`src/rtl/raster_timing.sv`:
```
module raster_timing #(
  parameter int H_TOTAL  = 432,
  parameter int H_VIS    = 320,
  parameter int HS_START = 352,
  parameter int HS_END   = 384,
  parameter int V_TOTAL  = 262,
  parameter int V_VIS    = 240,
  parameter int VS_START = 250,
  parameter int VS_END   = 253,
  parameter int LINE_OFS = 15,
  parameter int HW = $clog2(H_TOTAL),
  parameter int VW = $clog2(V_TOTAL)
) (
  input  logic          clk,
  input  logic          rst_n,
  input  logic          pix_en,
  input  logic          irq_clr,
  input  logic          rd_stb,
  output logic [HW-1:0] h_pos,
  output logic [VW-1:0] v_pos,
  output logic          hsync,
  output logic          vsync,
  output logic          blank,
  output logic          irq_a,
  output logic          irq_b,
  output logic [15:0]   status
);
  logic          line_end, frame_end, vbl_start, irq_q;
  logic [VW:0]   v_ofs, v_wrap;
  logic [7:0]    line_byte;

  assign line_end  = (h_pos == HW'(H_TOTAL - 1));
  assign frame_end = (v_pos == VW'(V_TOTAL - 1));
  assign vbl_start = pix_en && line_end && (v_pos == VW'(V_VIS - 1));

  always_ff @(posedge clk) begin
    if (!rst_n) begin
      h_pos <= '0;
      v_pos <= '0;
    end else if (pix_en) begin
      h_pos <= line_end ? '0 : h_pos + 1'b1;
      if (line_end) v_pos <= frame_end ? '0 : v_pos + 1'b1;
    end
  end

  assign hsync = (h_pos >= HW'(HS_START)) && (h_pos < HW'(HS_END));
  assign vsync = (v_pos >= VW'(VS_START)) && (v_pos < VW'(VS_END));
  assign blank = (h_pos >= HW'(H_VIS)) || (v_pos >= VW'(V_VIS));

  always_ff @(posedge clk) begin
    if (!rst_n)         irq_q <= 1'b0;
    else if (vbl_start) irq_q <= 1'b1;
    else if (irq_clr)   irq_q <= 1'b0;
  end

  assign irq_a = irq_q;
  assign irq_b = irq_q;

  assign v_ofs     = {1'b0, v_pos} + (VW+1)'(LINE_OFS);
  assign v_wrap    = (v_ofs >= (VW+1)'(V_TOTAL)) ? v_ofs - (VW+1)'(V_TOTAL) : v_ofs;
  assign line_byte = (v_wrap < (VW+1)'(256)) ? v_wrap[7:0] : 8'hFF;

  always_ff @(posedge clk) begin
    if (!rst_n)      status <= '0;
    else if (rd_stb) status <= {~hsync, ~vsync, 5'h1F, ~blank, line_byte};
  end
endmodule


```
`config.mk`:
```
export PLATFORM = sky130hd
export DESIGN_NAME = raster_timing
export DESIGN_NICKNAME = d
export VERILOG_FILES = /design/src/rtl/raster_timing.sv
export SDC_FILE = /design/constraint.sdc
export NUM_CORES = 1
export LEC_CHECK = 0
export CORE_MARGIN = 1
export CORE_UTILIZATION = 40
export DETAILED_ROUTE_END_ITERATION = 8
export GPL_ROUTABILITY_DRIVEN = 0
export PLACE_DENSITY = 0.75
export SLEW_MARGIN = 30
export SYNTH_ARGS = -nofsm -noshare
export SYNTH_HDL_FRONTEND = slang
export SYNTH_SLANG_ARGS = --single-unit
```
`constraint.sdc`:
```
create_clock -name clk -period 3.24 [get_ports clk]
set_clock_uncertainty 0.1 [all_clocks]
set_input_delay 0.81 -clock clk [delete_from_list [all_inputs] [get_ports clk]]
set_output_delay 0.81 -clock clk [all_outputs]
set_load 0.005 [all_outputs]
```
==> reports/summary.txt <==
status: finished clean
Sw Pwr: 0.1732 mW
VDD IR max: 0.2679 mV
flip-flop and latch area: 620.6 um^2
placed cell area: 2420 um^2
Leak: 0.8871 nW
layout cells sized above 1: 9.665%
crit path max-delay cell type: dfxtp_1
MaxCap Viol Count: 0
Slew @ Worst Pin: 0.6327 ns
internal power: 0.6029 mW
Multi-input gate area: 1217 um^2
worst hold slack: 0.4034 ns
Worst Path Max Fanout: 19
Die Y: 72.28 um
register area share after synthesis: 31.41%
GRT overflow: 0
H-tree depth: 2
first-pass GRT wire length: 7.314 mm
WS Path Type: register to output pin
PD cells: 309.5 nW/um^2
Seq cells post-synth: 31
Mapped Cells: 233
post-synthesis cell area: 1976 um^2
Die Width: 72.28 um
Tcrit/Tclk final: 91.38%
Tmin final: 2.961 ns
maximum buffer depth of the clock tree: 2
PortBufs: 43
number of global-route vias before repair: 1577
Mapped Avg Cell Area: 8.479 um^2
residual DRC count: 0
CP required: 2.33 ns
Distinct cells, synth: 60
Routed Antenna Nets: 0
startpoint types: register
HP Class: register to register
Crit. End Element: output pin
clock power share: 39.2%
total chip power: 0.7761 mW
Yosys Warn Count: 0
CTS Buf Count: 5
Finished Layout Cells: 336
Async SR Flop Fraction: 0%
vias per cell: 5.375
design area: 2507 um^2
ANT cells: 0
DRT Pass-1 Iters: 4
CP peak stage delay: 0.72 ns
area grow syn2layout: 26.92%
Net Count, Synth: 246
RSZ-0062 raised after global routing: false
initial antenna violation count: 0
Final Util: 53.09%
main flop type after synthesis: dfxtp_1
core area: 4723 um^2
Final Slew Violations: 0
CTS tree: yes
final setup vio count: 0
Final Hold Vio Count: 0
relative slew slack: 57.76%
commonest non-fill, non-tap cells in the layout: 43 x clkdlybuf4s50_1, 31 x dfxtp_1, 18 x o21ai_0
setup_tns: 0 ns
largest net degree at the start of global routing: 22
Place WS: 0.3375 ns
hold buffers post-CTS: 0
Yosys top cell by area: dfxtp_1
commonest non-fill, non-tap cell in the layout: clkdlybuf4s50_1
final WL: 4.436 mm
die area: 5224 um^2
Flop pwr share: 51.9%
Comb power frac: 9.0%
gr usage total: 18.16%
Avg WL per Cell: 13.20 um
Post-synth EDFFs: 0
fmax: 337.7 MHz
Starting Density: 41.83%
post_cts resized: 0
number of I/O pins: 44
Placed Cells: 329
switch share: 22.32%
DR iter-0 viols: 147
Final WS setup: 0.2792 ns
Skew-Pair Late Insertion Delay: 0.28 ns
CTS Root Buffer Type: clkbuf_8
Fill cells: 447
Worst EP arrival: 2.05 ns
via count: 1806
clk sinks: 31
Final #Nets: 282
Post-CTS Setup Inserts: 0
area share of the largest cell type after synthesis: 31.41%
crit path cell chain: o31ai_1 -> nor3_1 -> clkdlybuf4s50_1
Clk pin slew, worst setup/hold paths: 0.06 ns
Site Rows: 25
Final HPWL DP: 3.282 mm
Area contributors post-synth: dfxtp_1 31%, ha_1 5.1%, o21ai_0 4.6%
[registers in the layout (all words and copies together) (netlist names)]
| register | flops |
|---|---|
| v_pos | 9 |
| status | 12 |
| irq_a | 1 |
| h_pos | 9 |
[layer usage]
metal	global-route usage (%)	vias up	wire length [um]	share of wire, %
met4	7.843	0	73	1.6
met3	4.583	9	221	5.0
met5	0	-	0	0
met1	23.34	838	2014	45
li1	-	911	-	-
met2	28.87	48	2127	48
[logic make-up (layout without fill, tap and decap cells)]
| group | after synthesis | in the layout | share of synthesized area, % |
|---|---|---|---|
| adders and majority gates | 8 | 8 | 5.067 |
| AOI/OAI and AO/OA | 62 | 62 | 21.85 |
| and+or+nand+nor | 86 | 86 | 25.71 |
| buffers and inverters | 26 | 62 | 6.966 |
| muxes | 2 | 2 | 1.013 |
| DFF | 31 | 31 | 31.41 |
| xor gates and xnor gates | 18 | 18 | 7.980 |
[power by group through the flow]
stage	registers, mW	clock network (mW)	logic (mW)
3_3_place_gp	0.410	0	0.0689
3_5_place_dp	0.411	0	0.0699
2_1_floorplan	0.411	0	0.0305
6_report	0.403	0.304	0.0696
4_1_cts	0.403	0.315	0.0703
5_1_grt	0.404	0.335	0.0762
[synthesized netlist by cell type, types with 2 or more instances]
cell type	instances
buf_2	5
o21ai_0	18
nand2_1	16
clkbuf_1	6
a211oi_1	2
nand4b_1	2
o31ai_1	5
or3b_2	2
nor3b_1	2
or4_4	2
nor3_1	5
o211ai_2	2
xor2_1	8
o211a_1	2
ha_1	8
o21bai_1	2
nand4_1	6
a21boi_0	4
mux2i_1	2
nor4_1	3
nand2b_1	3
and2_1	4
o21a_1	3
xnor2_1	10
or4_1	2
nor2_1	15
a31oi_1	2
inv_1	6
buf_4	7
nor2b_1	4
dfxtp_1	31
a21oi_1	10
nand3_1	5
or3_1	3
[path summary, 6_finish.rpt]
path | from | endpoint | slack [ns] | cells after the start
setup / recovery | v_pos[2] | vsync | 0.28 | 3
hold / removal | status[14] | status[14] | 0.40 | 1
hold reg to reg | status[14] | status[14] | 0.40 | 1
setup reg to reg | v_pos[1] | status[6] | 0.49 | 8
[critical path: cells and delay by family, from the launching register on]
kind	cells	cell delay, ns
flip-flops	1	0.72
AND/OR/NAND/NOR	1	0.34
AO/OA/AOI/OAI	1	0.14
buffers and inverters	1	0.57
[final cells by class]
type | count | share of cell area (%)
clock buffers | 6 | 3.293
clock inverters | 1 | 0.1996
inverters | 6 | 0.8982
multi-input cells | 176 | 48.55
flip-flops and latches | 31 | 24.75
well taps | 67 | 3.343
repair buffers | 49 | 18.96
Power figures use the tool's default switching activity.
